## src/rtl/npc_pkg.sv

```systemverilog
package npc_pkg;

  typedef enum logic [1:0] {
    XFER_NONE = 2'd0,
    XFER_JABS = 2'd1,
    XFER_JREG = 2'd2,
    XFER_BR   = 2'd3
  } xfer_kind_e;

  typedef enum logic [2:0] {
    CMP_EQ  = 3'd0,
    CMP_NE  = 3'd1,
    CMP_LEZ = 3'd2,
    CMP_GTZ = 3'd3,
    CMP_LTZ = 3'd4,
    CMP_GEZ = 3'd5
  } cmp_sel_e;

  typedef struct packed {
    xfer_kind_e kind;
    cmp_sel_e   cmp;
    logic       link;
    logic [4:0] link_idx;
  } xfer_dec_t;

  localparam logic [5:0] OP_SPECIAL = 6'b000000;
  localparam logic [5:0] OP_REGIMM  = 6'b000001;
  localparam logic [5:0] OP_JMP     = 6'b000010;
  localparam logic [5:0] OP_JMPLNK  = 6'b000011;
  localparam logic [5:0] OP_BEQ     = 6'b000100;
  localparam logic [5:0] OP_BNE     = 6'b000101;
  localparam logic [5:0] OP_BLEZ    = 6'b000110;
  localparam logic [5:0] OP_BGTZ    = 6'b000111;
  localparam logic [5:0] FN_JREG    = 6'b001000;
  localparam logic [5:0] FN_JREGLNK = 6'b001001;
  localparam logic [4:0] RT_LTZ     = 5'b00000;
  localparam logic [4:0] RT_GEZ     = 5'b00001;
  localparam logic [4:0] RET_REG    = 5'd31;

endpackage

```

## src/rtl/npc_decode.sv

```systemverilog
module npc_decode
  import npc_pkg::*;
(
  input  logic [5:0] opcode,
  input  logic [4:0] rt_f,
  input  logic [4:0] rd_f,
  input  logic [4:0] sa_f,
  input  logic [5:0] funct,
  output xfer_dec_t  dec
);

  always_comb begin
    dec          = '0;
    dec.kind     = XFER_NONE;
    dec.cmp      = CMP_EQ;
    dec.link     = 1'b0;
    dec.link_idx = '0;
    unique case (opcode)
      OP_JMP: dec.kind = XFER_JABS;
      OP_JMPLNK: begin
        dec.kind     = XFER_JABS;
        dec.link     = 1'b1;
        dec.link_idx = RET_REG;
      end
      OP_SPECIAL: begin
        if (funct == FN_JREG && rt_f == '0 && rd_f == '0 && sa_f == '0) begin
          dec.kind = XFER_JREG;
        end else if (funct == FN_JREGLNK && rt_f == '0 && sa_f == '0) begin
          dec.kind     = XFER_JREG;
          dec.link     = 1'b1;
          dec.link_idx = rd_f;
        end
      end
      OP_BEQ: begin
        dec.kind = XFER_BR;
        dec.cmp  = CMP_EQ;
      end
      OP_BNE: begin
        dec.kind = XFER_BR;
        dec.cmp  = CMP_NE;
      end
      OP_BLEZ: begin
        if (rt_f == '0) begin
          dec.kind = XFER_BR;
          dec.cmp  = CMP_LEZ;
        end
      end
      OP_BGTZ: begin
        if (rt_f == '0) begin
          dec.kind = XFER_BR;
          dec.cmp  = CMP_GTZ;
        end
      end
      OP_REGIMM: begin
        if (rt_f == RT_LTZ) begin
          dec.kind = XFER_BR;
          dec.cmp  = CMP_LTZ;
        end else if (rt_f == RT_GEZ) begin
          dec.kind = XFER_BR;
          dec.cmp  = CMP_GEZ;
        end
      end
      default: dec.kind = XFER_NONE;
    endcase
  end

endmodule

```

## src/rtl/npc_cond.sv

```systemverilog
module npc_cond
  import npc_pkg::*;
#(
  parameter int XLEN = 32
) (
  input  cmp_sel_e          cmp,
  input  logic [XLEN-1:0]   a_val,
  input  logic [XLEN-1:0]   b_val,
  output logic              hit
);

  logic is_eq;
  logic is_neg;
  logic is_zero;

  assign is_eq   = (a_val == b_val);
  assign is_neg  = a_val[XLEN-1];
  assign is_zero = (a_val == '0);

  always_comb begin
    unique case (cmp)
      CMP_EQ:  hit = is_eq;
      CMP_NE:  hit = !is_eq;
      CMP_LEZ: hit = is_neg || is_zero;
      CMP_GTZ: hit = !is_neg && !is_zero;
      CMP_LTZ: hit = is_neg;
      CMP_GEZ: hit = !is_neg;
      default: hit = 1'b0;
    endcase
  end

endmodule

```

## src/rtl/npc_target.sv

```systemverilog
module npc_target
  import npc_pkg::*;
#(
  parameter int XLEN     = 32,
  parameter int REGION_W = 4,
  parameter int ALIGN_W  = 2,
  parameter int IMM_W    = 16
) (
  input  logic [XLEN-1:0]                  pc,
  input  logic [XLEN-REGION_W-ALIGN_W-1:0] jfield,
  input  logic [IMM_W-1:0]                 imm,
  input  logic [XLEN-1:0]                  reg_tgt,
  input  xfer_dec_t                        dec,
  input  logic                             cond_hit,
  output logic [XLEN-1:0]                  npc,
  output logic                             redirect,
  output logic                             misalign,
  output logic                             lnk_we,
  output logic [4:0]                       lnk_idx,
  output logic [XLEN-1:0]                  lnk_data
);

  localparam int              EXT_W    = XLEN - IMM_W - ALIGN_W;
  localparam logic [XLEN-1:0] STEP     = XLEN'(1 << ALIGN_W);
  localparam logic [XLEN-1:0] STEP_TWO = XLEN'(2 << ALIGN_W);

  logic [XLEN-1:0] seq_pc;
  logic [XLEN-1:0] br_off;
  logic [XLEN-1:0] br_pc;
  logic [XLEN-1:0] jabs_pc;
  logic            reg_bad;

  assign seq_pc  = pc + STEP;
  assign br_off  = {{EXT_W{imm[IMM_W-1]}}, imm, {ALIGN_W{1'b0}}};
  assign br_pc   = seq_pc + br_off;
  assign jabs_pc = {pc[XLEN-1 -: REGION_W], jfield, {ALIGN_W{1'b0}}};
  assign reg_bad = (reg_tgt[ALIGN_W-1:0] != '0);

  always_comb begin
    npc      = seq_pc;
    redirect = 1'b0;
    misalign = 1'b0;
    unique case (dec.kind)
      XFER_JABS: begin
        npc      = jabs_pc;
        redirect = 1'b1;
      end
      XFER_JREG: begin
        if (reg_bad) begin
          npc      = pc;
          misalign = 1'b1;
        end else begin
          npc      = reg_tgt;
          redirect = 1'b1;
        end
      end
      XFER_BR: begin
        if (cond_hit) begin
          npc      = br_pc;
          redirect = 1'b1;
        end
      end
      default: npc = seq_pc;
    endcase
  end

  assign lnk_we   = dec.link && !misalign;
  assign lnk_idx  = dec.link_idx;
  assign lnk_data = pc + STEP_TWO;

endmodule

```

## src/rtl/npc_resolver.sv

```systemverilog
module npc_resolver
  import npc_pkg::*;
#(
  parameter int              XLEN      = 32,
  parameter int              REGION_W  = 4,
  parameter int              ALIGN_W   = 2,
  parameter logic [XLEN-1:0] RESET_VEC = 32'h0000_0100
) (
  input  logic            clk,
  input  logic            rst,
  input  logic            pc_en,
  input  logic [31:0]     instr,
  input  logic [XLEN-1:0] rs_val,
  input  logic [XLEN-1:0] rt_val,
  output logic [XLEN-1:0] pc_q,
  output logic [XLEN-1:0] next_pc,
  output logic            taken,
  output logic            link_we,
  output logic [4:0]      link_idx,
  output logic [XLEN-1:0] link_data,
  output logic            addr_err
);

  localparam int JF_W  = XLEN - REGION_W - ALIGN_W;
  localparam int IMM_W = 16;

  xfer_dec_t dec;
  logic      cond_hit;

  npc_decode u_dec (
    .opcode (instr[31:26]),
    .rt_f   (instr[20:16]),
    .rd_f   (instr[15:11]),
    .sa_f   (instr[10:6]),
    .funct  (instr[5:0]),
    .dec    (dec)
  );

  npc_cond #(.XLEN(XLEN)) u_cond (
    .cmp   (dec.cmp),
    .a_val (rs_val),
    .b_val (rt_val),
    .hit   (cond_hit)
  );

  npc_target #(
    .XLEN     (XLEN),
    .REGION_W (REGION_W),
    .ALIGN_W  (ALIGN_W),
    .IMM_W    (IMM_W)
  ) u_tgt (
    .pc       (pc_q),
    .jfield   (instr[JF_W-1:0]),
    .imm      (instr[IMM_W-1:0]),
    .reg_tgt  (rs_val),
    .dec      (dec),
    .cond_hit (cond_hit),
    .npc      (next_pc),
    .redirect (taken),
    .misalign (addr_err),
    .lnk_we   (link_we),
    .lnk_idx  (link_idx),
    .lnk_data (link_data)
  );

  always_ff @(posedge clk) begin
    if (rst) begin
      pc_q <= RESET_VEC;
    end else if (pc_en) begin
      pc_q <= next_pc;
    end
  end

endmodule

```

## config.mk

```make
export PLATFORM = sky130hd
export DESIGN_NAME = npc_resolver
export DESIGN_NICKNAME = d
export VERILOG_FILES = /design/src/rtl/npc_pkg.sv /design/src/rtl/npc_decode.sv /design/src/rtl/npc_cond.sv /design/src/rtl/npc_target.sv /design/src/rtl/npc_resolver.sv
export SDC_FILE = /design/constraint.sdc
export NUM_CORES = 1
export LEC_CHECK = 0
export BUFFER_PORTS_ARGS = -buffer_cell sky130_fd_sc_hd__buf_2
export CAP_MARGIN = 20
export CORE_MARGIN = 2
export CORE_UTILIZATION = 50
export DETAILED_ROUTE_END_ITERATION = 12
export GPL_ROUTABILITY_DRIVEN = 1
export GPL_TIMING_DRIVEN = 0
export PLACE_DENSITY_LB_ADDON = 0.3
export REMOVE_ABC_BUFFERS = 1
export SLEW_MARGIN = 5
export SYNTH_ARGS = -nofsm -noshare
export SYNTH_HDL_FRONTEND = slang
export SYNTH_SLANG_ARGS = --single-unit
export TNS_END_PERCENT = 1
```

## constraint.sdc

```tcl
create_clock -name clk -period 12.1 [get_ports clk]
set_input_delay 1.815 -clock clk [delete_from_list [all_inputs] [get_ports clk]]
set_output_delay 1.815 -clock clk [all_outputs]
set_load 0.1 [all_outputs]
```

* After elaboration in Yosys (flattened, before gate mapping)
Cells that the tools add are included.
Cells by class: add/sub/neg operators 3, equal/unequal tests 19, mux-type cells 20, reductions and logical operators 21
Operator list (number):
- 32-bit one-hot mux with 3 select lines | 1
- 32-bit two-way mux | 2
- 32-bit by 3-bit adder with 32-bit output (second input constant) | 1
- 32-bit adder | 1
- 32-bit by 4-bit adder with 32-bit output (second input constant) | 1
- 32-bit == test | 1
- 32-bit logical NOT | 1
- 6-bit by 3-bit == test with 1-bit output (second input constant) | 4
- 5-bit two-way mux | 4
- 5-bit logical NOT | 3
- 6-bit by 2-bit == test with 1-bit output (second input constant) | 2
- 6-bit by 4-bit == test with 1-bit output (second input constant) | 2
- 6-bit two-way mux | 2
- 2-bit one-hot mux with 6 select lines | 1
- 3-bit one-hot mux with 4 select lines | 1
- 6-bit one-hot mux with 2 select lines | 1
- 1-bit logical AND | 7
- 3-bit by 2-bit == test with 1-bit output (second input constant) | 2
- 3-bit == test (second input constant) | 2
- 6-bit by 1-bit == test with 1-bit output (second input constant) | 1
- 6-bit logical NOT | 1
- 1-bit one-hot mux with 6 select lines | 1
- 5-bit by 1-bit == test with 1-bit output (second input constant) | 1
- 2-bit == test (second input constant) | 2
- other kinds (10) | 18
Storage, ports and cells: flip-flop bits (word level) 32, output and inout port bits 104, logic and storage cells 64

* Longest topological paths before layout
Gate-level depths: netlist of the first run.
depth in word-level cells 10, mapped depth 18, depth with buffers taken out 17

* Modules after synthesis
Synthesis of the first run repeated with hierarchy kept, for this count alone.
Unflattened totals: cells, all modules 841, area total of the unflattened synthesis 5973.2 um^2
Modules (own cells, without submodules):
- npc_target | times used 1, cells an instance 636, area an instance 4033.9 um^2, sequential area each 0.0 um^2
- npc_resolver | times used 1, cells an instance 103, area an instance 1166.1 um^2, sequential area each 640.6 um^2
- npc_cond | times used 1, cells an instance 67, area an instance 530.5 um^2, sequential area each 0.0 um^2
- npc_decode | times used 1, cells an instance 35, area an instance 242.7 um^2, sequential area each 0.0 um^2

* Worst setup path after synthesis of the first run
OpenSTA, ideal clock, no wires.
path kind register to output, start point reg pc_q[4], end point out next_pc[25], arrival 6.431 ns, data required time 10.285 ns, setup slack 3.854 ns, cell stages (with the launch flop) 19, path buffers 2, cells stage by stage dfxtp_1 > ha_1 > nand3_1 > nor2_1 > and4_1 > clkbuf_1 > nand4_1 > xnor2_1 > ha_1 > clkbuf_1 > and4_1 > and2_1 > a32o_1 > nor3_2 > o21bai_1 > a31oi_1 > xnor2_1 > and3_2 > nor3_1
Between the ends: cells in the longest elaborated chain, start to end 4
RTL lines:
- start, declared | line npc_resolver.sv:15 | output logic [XLEN-1:0] pc_q,
- start signal, assigned | line npc_resolver.sv:70 | pc_q <= next_pc;
- 32-bit by 3-bit adder with 32-bit output * | line npc_target.sv:33 | assign seq_pc = pc + STEP;
- 32-bit adder | line npc_target.sv:35 | assign br_pc = seq_pc + br_off;
- 32-bit two-way mux | line npc_target.sv:58 | if (cond_hit) begin
- 32-bit one-hot mux with 3 select lines * | line npc_target.sv:43 | unique case (dec.kind)
- end, declared | line npc_resolver.sv:16 | output logic [XLEN-1:0] next_pc,
Every way passes the cells marked *; elsewhere a longest branch is shown, timed or not.

* Worst setup path in the final report of the first run
start point reg pc_q[2], end point out next_pc[25]
The elaborated chain is that of the path after synthesis.

==> out/qor.yml, run 1 <==
diodes: 0
fin_crit_sh: 0.598
leakage_uw: 0.00322
cts_hold_buf: 0
first_global_vias: 6200
period_minus_slack_ps: 7230
io_pins: 203
cap_violations: 0
n_fill_cell: 1105
min-delay-path-class: "register to register"
postCtsSetupBuffers: 0
cts.repair.resized: 0
synth_seq_cells: 32
timing.critical_path.from_type: "register"
arrival_ps: 5420
setup_viol_count_final: 0
setup_tns_ps: 0
worst-setup-path-type: "register to primary output"
place_ws_ps: 5220
cts.clk_slew.worst_paths_ps: 60
grt_use_total: 0.344
cts-buffers-inserted: 5
place_congestion: 1.00
num_rows: 39
antenna_found_initial: 0
drv_slew: 0
dp_cells: 1094
area_growth_pct: 19.4
fin_cells: 1102
synth-seq-area-share: 0.112
worst_slack_ps: 4870
syn_area_um2: 5710
num_vias: 6846
finalHoldViolCount: 0
drive_gt1_frac: 0.263
grt_start_max_net_pins: 34
worstSetupEndpointType: "primary output"
p_per_area_nw_per_um2: 91.4
cts_tree: "done"
reg.largest.list: "pc_q: 32 flops"
crit_fanout: 15
antenna_left: 0
clkSinkCount: 32
portBuffers: 202
dp_hpwl_um: 17200
avgSynthCellArea_um2: 7.15
first_pass_iters: 6
fin_worst_skew_ps: 4.74
clock_path_buffers: 2
ys_warn_count: 0
timing.critical_path.required_ps: 10280
ctsHtreeMaxLevel: 2
synthDistinctLibCells: 82
synth-edff-count: 0
nets: 1094
largest_reg_flops: 32
die_area_um2: 12300
clock.fmax_mhz: 138
drt_iter0_drc: 581
clock_latency_ps: 290
wirelength_um: 22200
cts-root-buf: "clkbuf_16"
routed_via_density: 6.21
synth_flop_cell: "dfxtp_1"
die_h_um: 111
synthArstFlopShare: 0
die_w_um: 111
post-route-drc-count: 0
initial_core_util: 0.506
peakVddDrop_uv: 79.4
synthCells: 798
core_um2: 11300
max_slew_margin: 0.315
grt_pass1_wl_um: 33900
final_util: 0.604
tightest_slew_ps: 1020
rsz0062_at_grt: "no"
status: "finished clean"
regMostFlops: "pc_q"
wl_per_cell_um: 20.1
grt_overflow: 0
finalPower_uw: 622
[cells in the final DEF (no fill, tap or decap), types with 6 or more instances in the layout]
cell	synthesis	routed
xor2_1	29	29
mux2i_1	24	24
o21ai_0	45	45
nor4_1	13	13
nor3_1	17	17
nor2_1	85	84
a221o_2	11	11
buf_2	1	202
xnor2_1	81	81
and3_1	16	16
nand4_1	24	24
a21o_1	17	17
o21a_1	16	16
inv_1	17	17
a221o_1	7	7
nor2b_1	6	6
a21oi_1	43	43
nand2_1	87	87
and2_1	6	6
nand2b_1	6	6
ha_1	36	36
dfxtp_1	32	32
nand3_1	29	29
[routing by layer]
layer  GRT usage  wire length [µm]  up-vias
met1       0.459              9190     3148
met2       0.551              9810      404
li1            -                 -     3231
met3      0.0547              2290       63
met5           0                 0        -
met4       0.146               891        0
[area by class of cell]
class,instances,area (µm²),share of cell area
inverters,18,67.6,0.00992
multi-input cells,696,4720,0.694
repair buffers,205,1050,0.155
well taps,143,179,0.0263
flip-flops and latches,32,641,0.0940
clock buffers,8,146,0.0215
[cell families (layout without fill, tap and decap cells)]
kind of cell	count (synthesis)	in the layout	synth area share
AO/OA/AOI/OAI	200	200	0.249
XOR/XNOR	110	110	0.169
adder cells (fa/ha/maj)	37	37	0.0824
buffers and inverters	70	231	0.0620
flip-flops	32	32	0.112
multiplexers	25	25	0.0441
AND/OR/NAND/NOR	324	324	0.282
[path summary, 6_finish.rpt]
kind	from	end	slack, ps	depth (start not counted)
worst max-delay path	pc_q[2]	next_pc[25]	4870	17
worst max register to register	pc_q[2]	pc_q[25]	7230	16
worst min-delay path	pc_q[0]	pc_q[0]	500	1
worst min register to register	pc_q[0]	pc_q[0]	500	1
[worst max-delay path: stages (launching register included)]
cell and delay, ps:
dfxtp_1 800, ha_1 340, and3_1 220, and3_1 220, nand4_1 240, nor2_1 210
xor2_1 270, ha_1 360, and4_1 220, and2_1 160, a32o_1 280, nor3_2 300
o21bai_1 180, a31oi_1 240, xnor2_1 140, and3_2 240, nor3_1 210, buf_2 470
[synthesized netlist by cell type, types with 5 or more instances]
cell type	number	area share
nand2_1	87	0.057
nor2_1	85	0.056
xnor2_1	81	0.12
o21ai_0	45	0.039
a21oi_1	43	0.038
ha_1	36	0.079
clkbuf_1	34	0.022
dfxtp_1	32	0.11
nand3_1	29	0.025
xor2_1	29	0.045
mux2i_1	24	0.042
nand4_1	24	0.026
a21o_1	17	0.022
inv_1	17	0.011
nor3_1	17	0.015
and3_1	16	0.018
o21a_1	16	0.021
nor4_1	13	0.014
a221o_2	11	0.022
a221o_1	7	0.012
and2_1	6	0.0066
nand2b_1	6	0.0066
nor2b_1	6	0.0066
a31oi_1	5	0.0055
and4_1	5	0.0077
or2_2	5	0.0055
or3_1	5	0.0055
[per-stage QoR]
stage,cell area (µm²),hold slack (ps)
after global routing,6810,512
after floorplan,5420,975
after detailed placement,6670,489
after global placement,6610,485
final,6810,503
after CTS,6810,504
[power by group]
group / switching, µW / internal, µW / total [µW]
registers: 17.4 / 111 / 129
logic: 264 / 94.7 / 359
clock network: 52.6 / 82.3 / 135
total: 334 / 288 / 622
Power figures use the tool's default switching activity.
==> run 2: changes to the inputs <==
--- a/config.mk
+++ b/config.mk
@@ -8,7 +8,7 @@
 export BUFFER_PORTS_ARGS = -buffer_cell sky130_fd_sc_hd__buf_2
 export CAP_MARGIN = 20
 export CORE_MARGIN = 2
-export CORE_UTILIZATION = 50
+export CORE_UTILIZATION = 47
 export DETAILED_ROUTE_END_ITERATION = 12
 export GPL_ROUTABILITY_DRIVEN = 1
 export GPL_TIMING_DRIVEN = 0
==> constraint.sdc (replaced) <==
create_clock -name clk -period 6.6 [get_ports clk]
set_input_delay 0.99 -clock clk [delete_from_list [all_inputs] [get_ports clk]]
set_output_delay 0.99 -clock clk [all_outputs]
set_load 0.1 [all_outputs]
==> out/qor.yml, run 2 (synthesized netlist as in run 1, its figures left out) <==
cts-root-buf: "clkbuf_16"
num_vias: 6903  # +0.83%
dp_hpwl_um: 17500  # +1.8%
grt_overflow: 0  # unchanged
rr_startpoint: "pc_q[2]"
cts-buffers-inserted: 5  # unchanged
arrival_ps: 5410  # about the same
finalPower_uw: 1150  # +84%
worstSetupEndpointType: "primary output"
core_um2: 11900  # +5.7%
dp_cells: 1099  # +0.46%
fin_cells: 1107  # +0.45%
peakVddDrop_uv: 140  # +76%
n_fill_cell: 1198  # +8.4%
grt_start_max_net_pins: 34  # unchanged
crit_fanout: 15  # unchanged
place_congestion: 0.994  # -0.89%
holdWs_ps: 503  # -0.0250 ps
rsz0062_at_grt: "no"
num_rows: 40  # +2.6%
die_h_um: 114  # +3.0%
p_per_area_nw_per_um2: 168  # +84%
portBuffers: 202  # unchanged
min-delay-path-class: "register to register"
grt_use_total: 0.331  # -0.0132
antenna_found_initial: 0  # unchanged
antenna_left: 0  # unchanged
layout_common_cells: "buf_2, nand2_1, nor2_1"
critPathLaunch: "pc_q[2]"
leakage_uw: 0.00323  # +0.15%
tightest_slew_ps: 1020  # -0.341 ps
drt_iter0_drc: 649  # +12%
final_util: 0.573  # -0.0310
cts_hold_buf: 0  # unchanged
clock.fmax_mhz: 156
period_minus_slack_ps: 6400
clock_path_buffers: 2  # unchanged
wirelength_um: 22400  # +1.0%
reg.largest.list: "pc_q: 32 flops"
cts.repair.resized: 0  # unchanged
fin_crit_sh: 0.969
routed_via_density: 6.24  # +0.38%
drv_slew: 0  # unchanged
status: "finished clean"
regMostFlops: "pc_q"
diodes: 0  # unchanged
timing.critical_path.from_type: "register"
io_pins: 203  # unchanged
largest_reg_flops: 32  # unchanged
initial_core_util: 0.479  # -0.0272
ctsHtreeMaxLevel: 2  # unchanged
fin_worst_skew_ps: 6.81  # +2.08 ps
nets: 1095  # +0.091%
max_slew_margin: 0.316  # +0.00127
die_area_um2: 13000  # +6.1%
first_pass_iters: 6  # unchanged
setup_tns_ps: 0  # unchanged
setup_viol_count_final: 0  # unchanged
cts_tree: "done"
clock_latency_ps: 300  # about the same
wl_per_cell_um: 20.2  # +0.59%
drive_gt1_frac: 0.265  # +0.00181
area_growth_pct: 19.7
first_global_vias: 6119  # -1.3%
finalHoldViolCount: 0  # unchanged
cts.clk_slew.worst_paths_ps: 60  # about the same
die_w_um: 114  # +3.0%
timing.critical_path.required_ps: 5610  # -4670 ps
postCtsSetupBuffers: 0  # unchanged
post-route-drc-count: 0  # unchanged
hp-start: "pc_q[1]"
clkSinkCount: 32  # unchanged
cap_violations: 0  # unchanged
worst-setup-path-type: "register to primary output"
grt_pass1_wl_um: 33600  # -0.82%
final_common_cell: "buf_2"
-- run 2: through the flow --
stage               worst slack, ps  instance area (µm²)
floorplan                     -1350                 5420
global placement               -495                 6620
detailed placement              661                 6680
CTS                             324                 6820
global route                   18.1                 6830
finish                          202                 6830
-- run 2: final cells by class --
| cell class | count | area (µm²) | share of cell area |
|---|---|---|---|
| Clock buffer | 8 | 146 | 0.0214 |
| Inverter | 18 | 67.6 | 0.00989 |
| Multi-Input combinational cell | 696 | 4730 | 0.692 |
| Sequential cell | 32 | 641 | 0.0938 |
| Tap cell | 147 | 184 | 0.0269 |
| Timing Repair Buffer | 206 | 1060 | 0.156 |
-- run 2: routing by layer --
layer  track usage  up-vias  share of wire
met5             0        -              0
met1         0.433     3184           0.41
met2         0.521      413           0.44
met4         0.147        0          0.044
li1              -     3228              -
met3        0.0720       78           0.10
-- run 2: power by group --
group	leakage (µW)	total, µW	internal [µW]	switching (µW)
Sequential	0.000263	236	204	31.3
Clock	0.0000712	250	151	99.5
Combinational	0.00289	660	174	486
Total	0.00323	1150	529	617
-- run 2: worst max-delay path, cell delays in order, from the launching register on --
cell,delay [ps]
dfxtp_1,820
ha_1,350
and3_1,220
and3_1,240
nand2_1,200
or3_1,420
xnor2_1,250
ha_1,360
a21o_1,190
a21o_1,180
a21o_1,200
a22oi_1,230
o21ai_0,130
o41ai_1,490
xnor2_1,190
o31a_1,190
buf_2,450
-- run 2: worst paths after layout --
path	end	slack (ps)	cells after the start
worst min register to register	pc_q[1]	500	1
worst min-delay path	pc_q[1]	500	1
worst max register to register	pc_q[29]	1560	16
worst max-delay path	next_pc[29]	200	16
